### config.mk
export PLATFORM = sky130hd
export DESIGN_NAME = enet_csr_unit
export DESIGN_NICKNAME = d
export VERILOG_FILES = /design/src/rtl/enet_csr_pkg.sv /design/src/rtl/csr_evt_bank.sv /design/src/rtl/csr_cmd_ctl.sv /design/src/rtl/csr_cfg_bank.sv /design/src/rtl/enet_csr_unit.sv
export SDC_FILE = /design/constraint.sdc
export NUM_CORES = 1
export LEC_CHECK = 0
export BUFFER_PORTS_ARGS = -buffer_cell sky130_fd_sc_hd__clkbuf_2
export CELL_PAD_IN_SITES_DETAIL_PLACEMENT = 1
export CELL_PAD_IN_SITES_GLOBAL_PLACEMENT = 1
export CORE_ASPECT_RATIO = 2
export CORE_MARGIN = 3
export CORE_UTILIZATION = 37
export DETAILED_ROUTE_END_ITERATION = 16
export GPL_TIMING_DRIVEN = 0
export PLACE_DENSITY_LB_ADDON = 0.08
export SLEW_MARGIN = 25
export SYNTH_ARGS = -nofsm -noshare
export SYNTH_HDL_FRONTEND = slang
export SYNTH_SLANG_ARGS = --single-unit
### constraint.sdc
create_clock -name clk -period 1.8 [get_ports clk]
set_input_delay 0.18 -clock clk [delete_from_list [all_inputs] [get_ports clk]]
set_output_delay 0.18 -clock clk [all_outputs]
set_load 0.02 [all_outputs]
### src/rtl/enet_csr_pkg.sv
package enet_csr_pkg;
  localparam int DW      = 16;
  localparam int NEV     = 7;
  localparam int EV_LSB  = 8;
  localparam int B_ERR   = 15;
  localparam int B_PEND  = 7;
  localparam int B_IEN   = 6;
  localparam int B_RXON  = 5;
  localparam int B_TXON  = 4;
  localparam int B_TDEM  = 3;
  localparam int B_STOP  = 2;
  localparam int B_STRT  = 1;
  localparam int B_INIT  = 0;
  // flags that count toward the pending-interrupt summary (collision excluded)
  localparam logic [NEV-1:0] IRQ_SRC_MASK = 7'b1011111;
  // flags that count toward the error summary
  localparam logic [NEV-1:0] ERR_SRC_MASK = 7'b1111000;

  typedef enum logic [1:0] {
    IX_CMD    = 2'd0,
    IX_IBA_LO = 2'd1,
    IX_IBA_HI = 2'd2,
    IX_BUSCFG = 2'd3
  } csr_idx_e;

  function automatic logic err_of(input logic [NEV-1:0] ev);
    return |(ev & ERR_SRC_MASK);
  endfunction

  function automatic logic pend_of(input logic [NEV-1:0] ev);
    return |(ev & IRQ_SRC_MASK);
  endfunction
endpackage

### src/rtl/csr_evt_bank.sv
module csr_evt_bank #(
  parameter int NEV = 7
) (
  input  logic           clk,
  input  logic           rst_n,
  input  logic [NEV-1:0] evt_pulse,
  input  logic [NEV-1:0] clr_mask,
  input  logic           flush,
  input  logic           hold,
  output logic [NEV-1:0] evt_q
);
  for (genvar g = 0; g < NEV; g++) begin : g_flag
    logic flag_q;
    always_ff @(posedge clk or negedge rst_n) begin
      if (!rst_n)                      flag_q <= 1'b0;
      else if (flush)                  flag_q <= 1'b0;
      else if (!hold && evt_pulse[g])  flag_q <= 1'b1;
      else if (clr_mask[g])            flag_q <= 1'b0;
    end
    assign evt_q[g] = flag_q;
  end

  // a stop request empties every flag
  p_flush_empties_r9: assert property (@(posedge clk) disable iff (!rst_n)
    flush |=> (evt_q == '0));
  // an accepted event survives a same-cycle clear
  p_event_beats_clear_r4: assert property (@(posedge clk) disable iff (!rst_n)
    (!flush && !hold) |=> ((evt_q & $past(evt_pulse)) == $past(evt_pulse)));
  // no flag rises while held
  p_hold_no_rise_r3: assert property (@(posedge clk) disable iff (!rst_n)
    hold |=> ((evt_q & ~$past(evt_q)) == '0));
endmodule

### src/rtl/csr_cmd_ctl.sv
module csr_cmd_ctl (
  input  logic clk,
  input  logic rst_n,
  input  logic wr_cmd,
  input  logic w_stop,
  input  logic w_strt,
  input  logic w_init,
  input  logic w_tdem,
  input  logic w_ien,
  output logic stop_q,
  output logic strt_q,
  output logic init_q,
  output logic ien_q,
  output logic tdem_q,
  output logic stop_req
);
  logic go_req;
  assign stop_req = wr_cmd & w_stop;
  assign go_req   = wr_cmd & ~w_stop & (w_strt | w_init);

  always_ff @(posedge clk or negedge rst_n) begin
    if (!rst_n) begin
      stop_q <= 1'b1;
      strt_q <= 1'b0;
      init_q <= 1'b0;
      ien_q  <= 1'b0;
      tdem_q <= 1'b0;
    end else if (stop_req) begin
      stop_q <= 1'b1;
      strt_q <= 1'b0;
      init_q <= 1'b0;
      ien_q  <= 1'b0;
      tdem_q <= 1'b0;
    end else begin
      tdem_q <= wr_cmd & w_tdem & ~stop_q;
      if (wr_cmd)          ien_q  <= w_ien;
      if (go_req)          stop_q <= 1'b0;
      if (wr_cmd & w_strt) strt_q <= 1'b1;
      if (wr_cmd & w_init) init_q <= 1'b1;
    end
  end

  // stop wins over start/init carried in the same write
  p_stop_wins_r9: assert property (@(posedge clk) disable iff (!rst_n)
    stop_req |=> (stop_q && !strt_q && !init_q && !ien_q));
  // a start or init write releases stop
  p_go_releases_r10: assert property (@(posedge clk) disable iff (!rst_n)
    go_req |=> !stop_q);
  // a demand pulse only follows a command write made while running
  p_tdem_origin_r8: assert property (@(posedge clk) disable iff (!rst_n)
    tdem_q |-> $past(wr_cmd && !stop_q));
endmodule

### src/rtl/csr_cfg_bank.sv
module csr_cfg_bank #(
  parameter int IBA_W = 24
) (
  input  logic             clk,
  input  logic             rst_n,
  input  logic             wr_data,
  input  logic [1:0]       idx,
  input  logic [15:0]      wd,
  input  logic             unlocked,
  output logic [IBA_W-1:0] iba_q,
  output logic [2:0]       cfg_q
);
  import enet_csr_pkg::*;
  localparam int HI_W = IBA_W - DW;

  logic wr_ok;
  assign wr_ok = wr_data & unlocked;

  always_ff @(posedge clk or negedge rst_n) begin
    if (!rst_n) begin
      iba_q <= '0;
      cfg_q <= '0;
    end else if (wr_ok) begin
      case (csr_idx_e'(idx))
        IX_IBA_LO: iba_q[DW-1:0]     <= wd;
        IX_IBA_HI: iba_q[IBA_W-1:DW] <= wd[HI_W-1:0];
        IX_BUSCFG: cfg_q             <= wd[2:0];
        default:   ;
      endcase
    end
  end

  // nothing here moves while the controller runs
  p_frozen_running_r12: assert property (@(posedge clk) disable iff (!rst_n)
    !unlocked |=> ($stable(iba_q) && $stable(cfg_q)));
endmodule

### src/rtl/enet_csr_unit.sv
module enet_csr_unit #(
  parameter int IBA_W = 24
) (
  input  logic             clk,
  input  logic             rst_n,
  input  logic             hst_wr,
  input  logic             hst_port,
  input  logic [15:0]      hst_wdata,
  output logic [15:0]      hst_rdata,
  input  logic [6:0]       evt_pulse,
  input  logic             rx_on,
  input  logic             tx_on,
  output logic             ctl_init,
  output logic             ctl_start,
  output logic             ctl_stop,
  output logic             ctl_tx_demand,
  output logic             irq,
  output logic [IBA_W-1:0] iba_addr,
  output logic             cfg_byte_swap,
  output logic             cfg_ale_mode,
  output logic             cfg_byte_mode
);
  import enet_csr_pkg::*;
  localparam int HI_W = IBA_W - DW;

  logic [1:0]     idx_q;
  logic           wr_idx, wr_data, wr_cmd;
  logic           stop_q, strt_q, init_q, ien_q, tdem_q, stop_req;
  logic [NEV-1:0] evt_q, clr_mask;
  logic [2:0]     cfg_q;
  logic [15:0]    cmd_view, data_view;
  logic           pend;

  assign wr_idx   = hst_wr & hst_port;
  assign wr_data  = hst_wr & ~hst_port;
  assign wr_cmd   = wr_data & (csr_idx_e'(idx_q) == IX_CMD);
  assign clr_mask = wr_cmd ? hst_wdata[EV_LSB +: NEV] : '0;

  always_ff @(posedge clk or negedge rst_n) begin
    if (!rst_n)      idx_q <= '0;
    else if (wr_idx) idx_q <= hst_wdata[1:0];
  end

  csr_cmd_ctl u_cmd (
    .clk(clk), .rst_n(rst_n), .wr_cmd(wr_cmd),
    .w_stop(hst_wdata[B_STOP]), .w_strt(hst_wdata[B_STRT]),
    .w_init(hst_wdata[B_INIT]), .w_tdem(hst_wdata[B_TDEM]),
    .w_ien(hst_wdata[B_IEN]),
    .stop_q(stop_q), .strt_q(strt_q), .init_q(init_q), .ien_q(ien_q),
    .tdem_q(tdem_q), .stop_req(stop_req)
  );

  csr_evt_bank #(.NEV(NEV)) u_evt (
    .clk(clk), .rst_n(rst_n), .evt_pulse(evt_pulse), .clr_mask(clr_mask),
    .flush(stop_req), .hold(stop_q), .evt_q(evt_q)
  );

  csr_cfg_bank #(.IBA_W(IBA_W)) u_cfg (
    .clk(clk), .rst_n(rst_n), .wr_data(wr_data), .idx(idx_q), .wd(hst_wdata),
    .unlocked(stop_q), .iba_q(iba_addr), .cfg_q(cfg_q)
  );

  assign pend = pend_of(evt_q);

  always_comb begin
    cmd_view                      = '0;
    cmd_view[B_ERR]               = err_of(evt_q);
    cmd_view[EV_LSB +: NEV]       = evt_q;
    cmd_view[B_PEND]              = pend;
    cmd_view[B_IEN]               = ien_q;
    cmd_view[B_RXON]              = rx_on;
    cmd_view[B_TXON]              = tx_on;
    cmd_view[B_STOP]              = stop_q;
    cmd_view[B_STRT]              = strt_q;
    cmd_view[B_INIT]              = init_q;
  end

  always_comb begin
    data_view = '0;
    case (csr_idx_e'(idx_q))
      IX_CMD:    data_view = cmd_view;
      IX_IBA_LO: data_view = iba_addr[DW-1:0];
      IX_IBA_HI: data_view[HI_W-1:0] = iba_addr[IBA_W-1:DW];
      default:   data_view[2:0] = cfg_q;
    endcase
  end

  assign hst_rdata     = hst_port ? {14'b0, idx_q} : data_view;
  assign irq           = pend & ien_q;
  assign ctl_stop      = stop_q;
  assign ctl_start     = strt_q;
  assign ctl_init      = init_q;
  assign ctl_tx_demand = tdem_q;
  assign cfg_byte_swap = cfg_q[2];
  assign cfg_ale_mode  = cfg_q[1];
  assign cfg_byte_mode = cfg_q[0];

  // an index-port write loads the index
  p_index_load_r1: assert property (@(posedge clk) disable iff (!rst_n)
    wr_idx |=> (idx_q == $past(hst_wdata[1:0])));
  // no interrupt can be raised while stopped
  p_no_irq_stopped_r6: assert property (@(posedge clk) disable iff (!rst_n)
    irq |-> !ctl_stop);
endmodule

==> metrics, run 1 <==
status finished, violations left; violated checks setup timing; sequential area share after synthesis between 40% and 50%; Cell Area, Placed around 2500 um2; Vias per Instance 5.188; Max FO, Critical Path 3; GR Overflow Total 0; Post-synth EDFFs 0; unrepaired setup endpoints after global routing true; Leak Pwr 1.443 nW; Relative slew margins 61.29%; pre-CTS setup slack -0.05623 ns; Worst-Margin Slew 0.5807 ns; Clock Latency Late Sink around 0.29 ns; fin area 2904 um2; CP endpoint kind output pin; Crit Path Class flop to output pin; Data required, critical path ~1.6 ns; Avg Cell Area, Syn around 11 um2; drt wl/cell around 18 um; syn_nets 211; Slew Viols, Final 0; full die area between 6000 and 7000 um2; final worst-path cycle share 101.5%; Min-Delay Path Class input pin to flop; Initial Util between 30% and 40%; I/O Buffers 76; commonest cells in the synthesized netlist dfrtp_1, mux2_2, a21oi_1, mux2i_1, nor2_1; critical path arrival between 1.5 and 2 ns; Via Count around 1800; antenna violations before repair 0; VDD IR-drop max between 0.7 and 0.8 mV; Final WS setup -0.02625 ns; ANT cells 0; TritonCTS clock tree done; fin cells between 300 and 400; Synth top area share between 40% and 50%; Syn Std Cell Area around 2100 um2; placed cells ~320; type of origin of the critical path flop; nets 310; Die Y-Extent 111.8 um; Final Hold Vio Count 0; Synth area leaders dfrtp_1, mux2_2, mux2i_1, a21oi_1, nand2b_1; most frequent cell after synthesis dfrtp_1; Sink Count just over 40; Core Box Area roughly 5300 um2; largest net degree at the start of global routing 42; # H-tree levels 2; Die Wd a little under 60 um; Synth async-reset ratio 100.0%; clk buf depth 2; Max-Cap Viols 0; drt first-iter violations 22; number of global-route vias before repair 1914; fmax around 0.55 GHz; area delta synth->final 40.24%; hpwl dp 4381 um; synth warn 0; Initial DRT Pass Iterations 4; Power, Total between 4 and 5 mW; post-synth top area cell dfrtp_1; Fin Clk Skew approximately 0.0089 ns; Num CTS Buffers 5; share of cells above drive strength 1 between 50% and 60%; first-pass GRT wire length just under 10000 um; Syn Inst Count 182; post-route minimum period around 1.8 ns; Synth cell types 36; IO Pins 77; clock slew at reported path FFs roughly 0.08 ns; row count 37; routability cong. 0.7459; DRC viols 0; ys flop type dfrtp_1; register bit count reported by yosys between 40 and 50; final number of setup-violating endpoints 2; final wirelength about 6000 um; post-route ant nets 0; PwrDens roughly 1500 nW/um2; All-Layer GR Usage about a fifth; CTS root buffer clkbuf_8
-- worst max-delay path, stage by stage, from the launching register on --
cell	delay, ns
dfrtp_1	0.39
or3_4	0.43
o41ai_4	0.21
a31oi_1	0.13
buf_4	0.19
-- power by group --
part	internal, mW	switching [mW]	leakage, nW
logic	0.925	1.11	0.907
registers	1.31	0.310	0.491
clock network	0.269	0.325	0.0450
-- state kept, by name (all words and copies together), names as in the netlist --
name and flops:
u_cmd.init_q 1, u_cfg.cfg_q 3, u_cfg.iba_q 24, u_cmd.strt_q 1, idx_q 2, u_cmd.stop_q 1
u_evt.g_flag.flag_q 7, u_cmd.ien_q 1, u_cmd.tdem_q 1
-- placed cells by master (no fill, tap or decap), drive strengths merged, types with 2 or more instances in the layout --
| master | instances |
|---|---|
| nor2b | 3 |
| nor2 | 13 |
| nor4b | 2 |
| mux2i | 12 |
| inv | 8 |
| mux2 | 30 |
| nand2 | 8 |
| clkbuf | 79 |
| or2 | 5 |
| nor3 | 3 |
| clkinv | 2 |
| a21oi | 12 |
| o21ai | 10 |
| nand2b | 8 |
| buf | 29 |
| dfrtp | 40 |
| nand3b | 3 |
-- layout make-up --
type	count	area [um2]
inverters	8	30.03
clock buffers	6	72.57
repair buffers	93	578.1
fillers	593	2374
flip-flops and latches	41	1027
plain buffers	10	93.84
well taps	58	72.57
clock inverters	2	10.01
multi-input cells	122	1020
-- cells by family after synthesis --
group / after synthesis / share of synthesized area [%]
AOI/OAI and AO/OA: 29 / 8.157
DFF: 41 / 49.61
buffers and inverters: 19 / 4.532
and+or+nand+nor: 50 / 14.50
muxes: 43 / 23.20
-- metrics by stage --
| stage | setup TNS (ns) | util, % | hold slack, ns |
|---|---|---|---|
| finish | -0.03500 | 55.03 | 0.1135 |
| global placement | -0.1823 | 47.82 | 0.4185 |
| floorplan | 0 | - | -0.1156 |
| CTS | -0.1711 | 51.80 | 0.1033 |
| detailed placement | -0.4838 | 47.87 | 0.2494 |
| global route | -1.125 | 55.03 | 0.1144 |
-- layer usage --
metal / share of wire [%] / global-route usage (%)
met1: 36 / 20.25
met2: 57 / 36.04
met3: 4.9 / 3.132
met4: 1.9 / 4.690
met5: 0 / 0
-- final timing paths --
| kind | endpoint | slack [ns] | cells after the start | from |
|---|---|---|---|---|
| min in group asynchronous | u_cfg.iba_q[17] | 0.44 | 2 | rst_n |
| min reg2reg | u_cmd.ien_q | 0.53 | 2 | u_cmd.ien_q |
| max reg2reg | u_cfg.iba_q[19] | 0.03 | 6 | idx_q[1] |
| max | hst_rdata[7] | -0.03 | 4 | u_evt.g_flag[4].flag_q |
| max in group asynchronous | u_cfg.iba_q[22] | 0.96 | 2 | rst_n |
| min | u_evt.g_flag[6].flag_q | 0.11 | 3 | evt_pulse[6] |
-- timing repair --
action,4_1_cts,5_1_grt
pin swaps,1,3
resized for setup,27,23
hold buffers,1,0
endpoints found under the setup margin,31,25
setup buffers,3,12
gates cloned,0,1
endpoints found under the hold margin,40,0
No activity file was read; power rests on OpenSTA's default activity.
==> run 2, diff against run 1 <==
--- a/config.mk
+++ b/config.mk
@@ -6,14 +6,14 @@
 export NUM_CORES = 1
 export LEC_CHECK = 0
 export BUFFER_PORTS_ARGS = -buffer_cell sky130_fd_sc_hd__clkbuf_2
-export CELL_PAD_IN_SITES_DETAIL_PLACEMENT = 1
-export CELL_PAD_IN_SITES_GLOBAL_PLACEMENT = 1
+export CELL_PAD_IN_SITES_DETAIL_PLACEMENT = 2
+export CELL_PAD_IN_SITES_GLOBAL_PLACEMENT = 2
 export CORE_ASPECT_RATIO = 2
 export CORE_MARGIN = 3
-export CORE_UTILIZATION = 37
+export CORE_UTILIZATION = 30
 export DETAILED_ROUTE_END_ITERATION = 16
 export GPL_TIMING_DRIVEN = 0
-export PLACE_DENSITY_LB_ADDON = 0.08
+export PLACE_DENSITY_LB_ADDON = 0.1
 export SLEW_MARGIN = 25
 export SYNTH_ARGS = -nofsm -noshare
 export SYNTH_HDL_FRONTEND = slang
==> run 2 against run 1 <==
Compared with the run above: the run still ends with setup timing left; core utilization fell by 10 points; total power increased by 8.1%; clock skew is 0.0066 ns lower; cell count is 8.8% higher; sequential share of layout area decreased by 1.2 points; critical endpoint unchanged; largest cell class is now multi-input gates; highest routed layer unchanged.
==> metrics, run 2 (synthesis gave the netlist of run 1 again) <==
status finished, violations left (unchanged); violated checks setup timing (unchanged); hpwl dp 4877 um (was 4381 um); fin area 3005 um2 (was 2904 um2); DRC viols 0 (unchanged); share of cells above drive strength 1 56.03% (unchanged); Die Wd 64.75 um (was 58.90 um); number of global-route vias before repair 1935 (was 1914); ANT cells 0 (unchanged); antenna violations before repair 0 (unchanged); fill cell count 745 (was 593); commonest non-fill, non-tap cell in the layout clkbuf_2 (unchanged); Final Hold Vio Count 0 (unchanged); Min-Delay Path Class input pin to flop (unchanged); largest net degree at the start of global routing 42 (unchanged); critical path arrival 1.65 ns (about the same); registers with the most flip-flops u_cfg.iba_q x24, u_evt.g_flag.flag_q x7, u_cfg.cfg_q x3 (unchanged); Sink Count 41 (unchanged); fmax 0.5465 GHz (was 0.5476 GHz); Fin Clk Skew 0.002250 ns (was 0.008858 ns); nets 311 (was 310); clock slew at reported path FFs 0.06 ns (was 0.08 ns); drt first-iter violations 36 (was 22); Reg2Reg Depth 4 (was 6); Power, Total 4.591 mW (was 4.246 mW); Initial Util 31.03% (was 39.24%); Via Count 1784 (was 1764); TritonCTS clock tree done (unchanged); reg2reg start u_cmd.stop_q (was idx_q[1]); All-Layer GR Usage 17.75% (was 18.85%); pre-CTS setup slack -0.06636 ns (was -0.05623 ns); Critical Path Max Stage Delay 0.42 ns (was 0.43 ns); Final WS setup -0.02988 ns (was -0.02625 ns); drt wl/cell 18.37 um (was 17.72 um); Top reg by flops u_cfg.iba_q (unchanged); Crit Path Class flop to output pin (unchanged); Cell Area, Placed 2564 um2 (was 2526 um2); worst hold path depth 3 (unchanged); first-pass GRT wire length 10520 um (was 9611 um); max reg flops 24 (unchanged); CTS root buffer clkbuf_16 (was clkbuf_8); Max-Cap Viols 0 (unchanged); full die area 7996 um2 (was 6585 um2); I/O Buffers 76 (unchanged); CP endpoint hst_rdata[7] (unchanged); Clock Latency Late Sink 0.29 ns (about the same); unrepaired setup endpoints after global routing true (unchanged); commonest cells after routing, fill and taps aside clkbuf_2, dfrtp_1, mux2_2 (unchanged); Die Y-Extent 123.5 um (was 111.8 um); final number of setup-violating endpoints 2 (unchanged); VDD IR-drop max 0.9418 mV (was 0.7910 mV); # H-tree levels 2 (unchanged); routability cong. 0.7214 (was 0.7459); reg2reg end u_cfg.iba_q[13] (was u_cfg.iba_q[19]); CP endpoint kind output pin (unchanged); flop2flop setup slack 0.09 ns (was 0.03 ns); critical-path cell list or3_4 -> o41ai_4 -> a31oi_1 -> buf_4 (unchanged); clk buf depth 2 (unchanged); Worst-Margin Slew 0.6270 ns (was 0.5807 ns); placed cells 346 (was 316); Fin Hold WS 0.1210 ns (was 0.1135 ns); Vias per Instance 4.822 (was 5.188); type of origin of the critical path flop (unchanged); Slew Viols, Final 0 (unchanged); post-route minimum period 1.830 ns (was 1.826 ns); Core Box Area 6674 um2 (was 5278 um2); final wirelength 6798 um (was 6024 um); Initial DRT Pass Iterations 4 (unchanged); row count 42 (was 37); IO Pins 77 (unchanged); area delta synth->final 45.14% (was 40.24%); Num CTS Buffers 5 (unchanged); post-route ant nets 0 (unchanged); GR Overflow Total 0 (unchanged); final worst-path cycle share 101.7% (was 101.5%); Worst Setup SP u_evt.g_flag[6].flag_q (was u_evt.g_flag[4].flag_q); Crit-path slowest cell or3_4 (unchanged); Leak Pwr 1.474 nW (was 1.443 nW); PwrDens 1527 nW/um2 (was 1462 nW/um2); Max FO, Critical Path 3 (unchanged); Data required, critical path 1.62 ns (about the same); Relative slew margins 58.20% (was 61.29%); fin cells 370 (was 340)
run 2: changes by cell type in the layout (fill, tap and decap cells not counted), moves of 2 or more:
cell / change
nor3_2: -2
buf_4: +4
nor3_1: +2
clkbuf_16: +4
clkinv_2: -2
clkbuf_8: -5
run 2: report_power, final:
| part | switching (mW) | internal, mW | leakage (nW) | total, mW |
|---|---|---|---|---|
| clock network | 0.360 | 0.545 | 0.0700 | 0.904 |
| logic | 1.14 | 0.913 | 0.912 | 2.05 |
| registers | 0.322 | 1.31 | 0.491 | 1.63 |
| total | 1.82 | 2.77 | 1.47 | 4.59 |
run 2: routing by layer:
metal	up-vias	share of wire, %	GRT usage, %
met2	55	56	32.58
li1	837	-	-
met3	9	4.8	3.818
met5	-	0	0
met1	883	37	19.05
met4	0	2.2	7.815
run 2: timing repair:
action                     in CTS  in global routing
pin swaps                       2                  4
resized for setup              30                 19
setup endpoints to repair      35                 28
hold buffers                    1                  0
buffers inserted                4                 13
hold endpoints to repair       40                  0
run 2: layout make-up:
| class | count | area [um2] | area share, % |
|---|---|---|---|
| multi-input combinational | 122 | 1039 | 34.55 |
| sequential | 41 | 1027 | 34.18 |
| timing repair buffer | 94 | 560.5 | 18.65 |
| clock buffer | 7 | 142.6 | 4.746 |
| tap | 88 | 110.1 | 3.664 |
| buffer | 10 | 96.34 | 3.206 |
| inverter | 8 | 30.03 | 0.9992 |
run 2: stage by stage:
stage	setup TNS [ns]	utilization, %
after global routing	-0.5186	45.03
final	-0.05256	45.03
after detailed placement	-0.6558	38.41
after global placement	-0.5432	38.38
after floorplan	0	-
after CTS	-0.2543	42.74
run 2: worst min-delay path by stage:
stage | start | to | slack [ns]
after detailed placement | rst_n | u_cfg.iba_q[1] | 0.25
after global routing | evt_pulse[3] | u_evt.g_flag[3].flag_q | 0.13
after floorplan | rst_n | idx_q[0] | -0.12
after CTS | evt_pulse[3] | u_evt.g_flag[3].flag_q | 0.11
after global placement | evt_pulse[6] | u_evt.g_flag[6].flag_q | 0.42
final | evt_pulse[0] | u_evt.g_flag[0].flag_q | 0.12
run 2: critical path, delay by kind of cell, from the launching register on:
| family | cells | cell delay (ns) |
|---|---|---|
| flops | 1 | 0.38 |
| compound gates | 2 | 0.37 |
| buf+inv | 1 | 0.20 |
| simple gates | 1 | 0.42 |
==> run 3, diff against run 2 <==
--- a/config.mk
+++ b/config.mk
@@ -12,7 +12,6 @@
 export CORE_MARGIN = 3
 export CORE_UTILIZATION = 30
 export DETAILED_ROUTE_END_ITERATION = 16
-export GPL_TIMING_DRIVEN = 0
 export PLACE_DENSITY_LB_ADDON = 0.1
 export SLEW_MARGIN = 25
 export SYNTH_ARGS = -nofsm -noshare
==> run 3 against run 2 <==
Compared with the run above: the flow still finishes with violations (setup timing); maximum frequency rose by 1.2%; combinational power hardly changed; die area did not move; core utilization grew 0.094 points; non-clock buffer count fell by 3.
==> metrics, run 3 (synthesis gave the netlist of run 1 again) <==
status finished, violations left (unchanged); violated checks setup timing (unchanged); commonest non-fill, non-tap cell in the layout clkbuf_2 (unchanged); Clock Latency Late Sink 0.29 ns (about the same); max reg flops 24 (unchanged); Initial DRT Pass Iterations 4 (unchanged); Fin Hold WS 0.1218 ns (was 0.1210 ns); fill cell count 755 (was 745); clock slew at reported path FFs 0.06 ns (about the same); # H-tree levels 2 (unchanged); Via Count 1795 (was 1784); ANT cells 0 (unchanged); Hold Crit Start evt_pulse[4] (was evt_pulse[0]); Cell Area, Placed 2623 um2 (was 2564 um2); row count 42 (unchanged); placed cells 350 (was 346); Critical Path Max Stage Delay 0.42 ns (about the same); Data required, critical path 1.62 ns (about the same); FF+latch area 1028 um2 (was 1027 um2); pre-CTS setup slack 0.1261 ns (was -0.06636 ns); hpwl dp 5025 um (was 4877 um); fin area 3012 um2 (was 3005 um2); Final Hold Vio Count 0 (unchanged); number of global-route vias before repair 2024 (was 1935); Leak Pwr 1.470 nW (was 1.474 nW); type of origin of the critical path flop (unchanged); fmax 0.5528 GHz (was 0.5465 GHz); CP endpoint kind output pin (unchanged); Core Box Area 6674 um2 (unchanged); Die Wd 64.75 um (unchanged); drt first-iter violations 43 (was 36); Slew Viols, Final 0 (unchanged); I/O Buffers 76 (unchanged); Die Y-Extent 123.5 um (unchanged); post-route minimum period 1.809 ns (was 1.830 ns); crit-path leading delay family simple AND/OR/NAND/NOR gates (unchanged); TritonCTS clock tree done (unchanged); All-Layer GR Usage 17.88% (was 17.75%); Relative slew margins 62.69% (was 58.20%); final worst-path cycle share 100.5% (was 101.7%); Initial Util 31.03% (unchanged); Final WS setup -0.008904 ns (was -0.02988 ns); area delta synth->final 45.44% (was 45.14%); fin cells 368 (was 370); post-route ant nets 0 (unchanged); Max FO, Critical Path 3 (unchanged); WP depth 4 (unchanged); commonest cells after routing, fill and taps aside clkbuf_2, dfrtp_1, mux2_2 (unchanged); Min-Delay Path Class input pin to flop (unchanged); critical path arrival 1.63 ns (was 1.65 ns); Worst-Margin Slew 0.5597 ns (was 0.6270 ns); DRC viols 0 (unchanged); Max-Cap Viols 0 (unchanged); Fin Clk Skew 0.004825 ns (was 0.002250 ns); share of cells above drive strength 1 58.21% (was 56.03%); drt wl/cell 18.30 um (was 18.37 um); CTS root buffer clkbuf_16 (unchanged); VDD IR-drop max 0.7506 mV (was 0.9418 mV); WP buf/inv 1 (unchanged); routability cong. 0.7289 (was 0.7214); unrepaired setup endpoints after global routing true (unchanged); Num CTS Buffers 5 (unchanged); final wirelength 6735 um (was 6798 um); largest net degree at the start of global routing 23 (was 42); Crit-path slowest cell or3_4 (unchanged); nets 308 (was 311); Crit Path Class flop to output pin (unchanged); critical-path cell list or3_4 -> o41ai_4 -> a31oi_2 -> buf_4 (was or3_4 -> o41ai_4 -> a31oi_1 -> buf_4); antenna violations before repair 0 (unchanged); Reg2Reg Depth 4 (unchanged); Vias per Instance 4.878 (was 4.822); worst hold path depth 3 (unchanged); Final Util 45.13% (was 45.03%); PwrDens 1576 nW/um2 (was 1527 nW/um2); full die area 7996 um2 (unchanged); Worst Setup SP u_evt.g_flag[6].flag_q (unchanged); GR Overflow Total 0 (unchanged); IO Pins 77 (unchanged); first-pass GRT wire length 10780 um (was 10520 um); Top reg by flops u_cfg.iba_q (unchanged); reg2reg start u_cmd.stop_q (unchanged); registers with the most flip-flops u_cfg.iba_q x24, u_evt.g_flag.flag_q x7, u_cfg.cfg_q x3 (unchanged); multi-input logic area 1040 um2 (was 1039 um2); clk buf depth 2 (unchanged); final number of setup-violating endpoints 1 (was 2); Sink Count 41 (unchanged)
## run 3: changes by cell type in the layout (fill, tap and decap cells not counted), moves of 2 or more
cell,change
a21oi_1,-2
a21oi_2,+2
buf_2,-2
buf_6,+4
clkbuf_4,-2
clkbuf_8,-2
o21ai_0,+2
o21ai_1,-2
## run 3: path summary, 6_finish.rpt
| kind | endpoint | slack [ns] |
|---|---|---|
| max | hst_rdata[7] | -0.009 |
| min | u_evt.g_flag[4].flag_q | 0.12 |
| max reg2reg | u_cfg.iba_q[7] | 0.18 |
| min reg2reg | u_cfg.iba_q[9] | 0.54 |
| max in group asynchronous | u_cfg.iba_q[8] | 0.86 |
| min in group asynchronous | u_cfg.iba_q[12] | 0.42 |
## run 3: repair_timing
action | CTS | global route
hold endpoints to repair | 18 | 0
hold buffers | 1 | 0
pin swaps | 2 | 2
setup buffers | 7 | 2
resized for setup | 17 | 29
setup endpoints to repair | 7 | 17
## run 3: worst reg2reg max path, cell delays in order, from the launching register on
cell	delay, ns
dfstp_2	0.63
nand4b_1	0.17
nor2_2	0.14
buf_4	0.21
mux2_2	0.36
## run 3: routing by layer
| metal | up-vias | part of all wire (%) | global-route usage (%) | wire length [um] |
|---|---|---|---|---|
| met3 | 6 | 4.5 | 3.091 | 305 |
| met2 | 55 | 58 | 34.12 | 3923 |
| met1 | 905 | 36 | 19.52 | 2414 |
| met5 | - | 0 | 0 | 0 |
| li1 | 829 | - | - | - |
| met4 | 0 | 1.4 | 5.563 | 91 |
## run 3: final cells by class
class                      instances  share of cell area [%]
tap                               88                   3.656
sequential                        41                   34.15
timing repair buffer             101                   20.94
inverter                           8                  0.9971
clock inverter                     1                  0.9971
multi-input combinational        122                   34.52
clock buffer                       7                   4.736
## run 3: metrics by stage
step,power [mW],setup TNS (ns)
4_1_cts,4.716,-0.03307
6_report,4.747,-0.008904
3_3_place_gp,3.478,0
2_1_floorplan,2.784,0
5_1_grt,5.051,-0.06989
3_5_place_dp,3.543,0
## run 3: power breakdown
group / switching (mW) / internal (mW)
registers: 0.348 / 1.31
logic: 1.11 / 0.921
clock network: 0.357 / 0.693
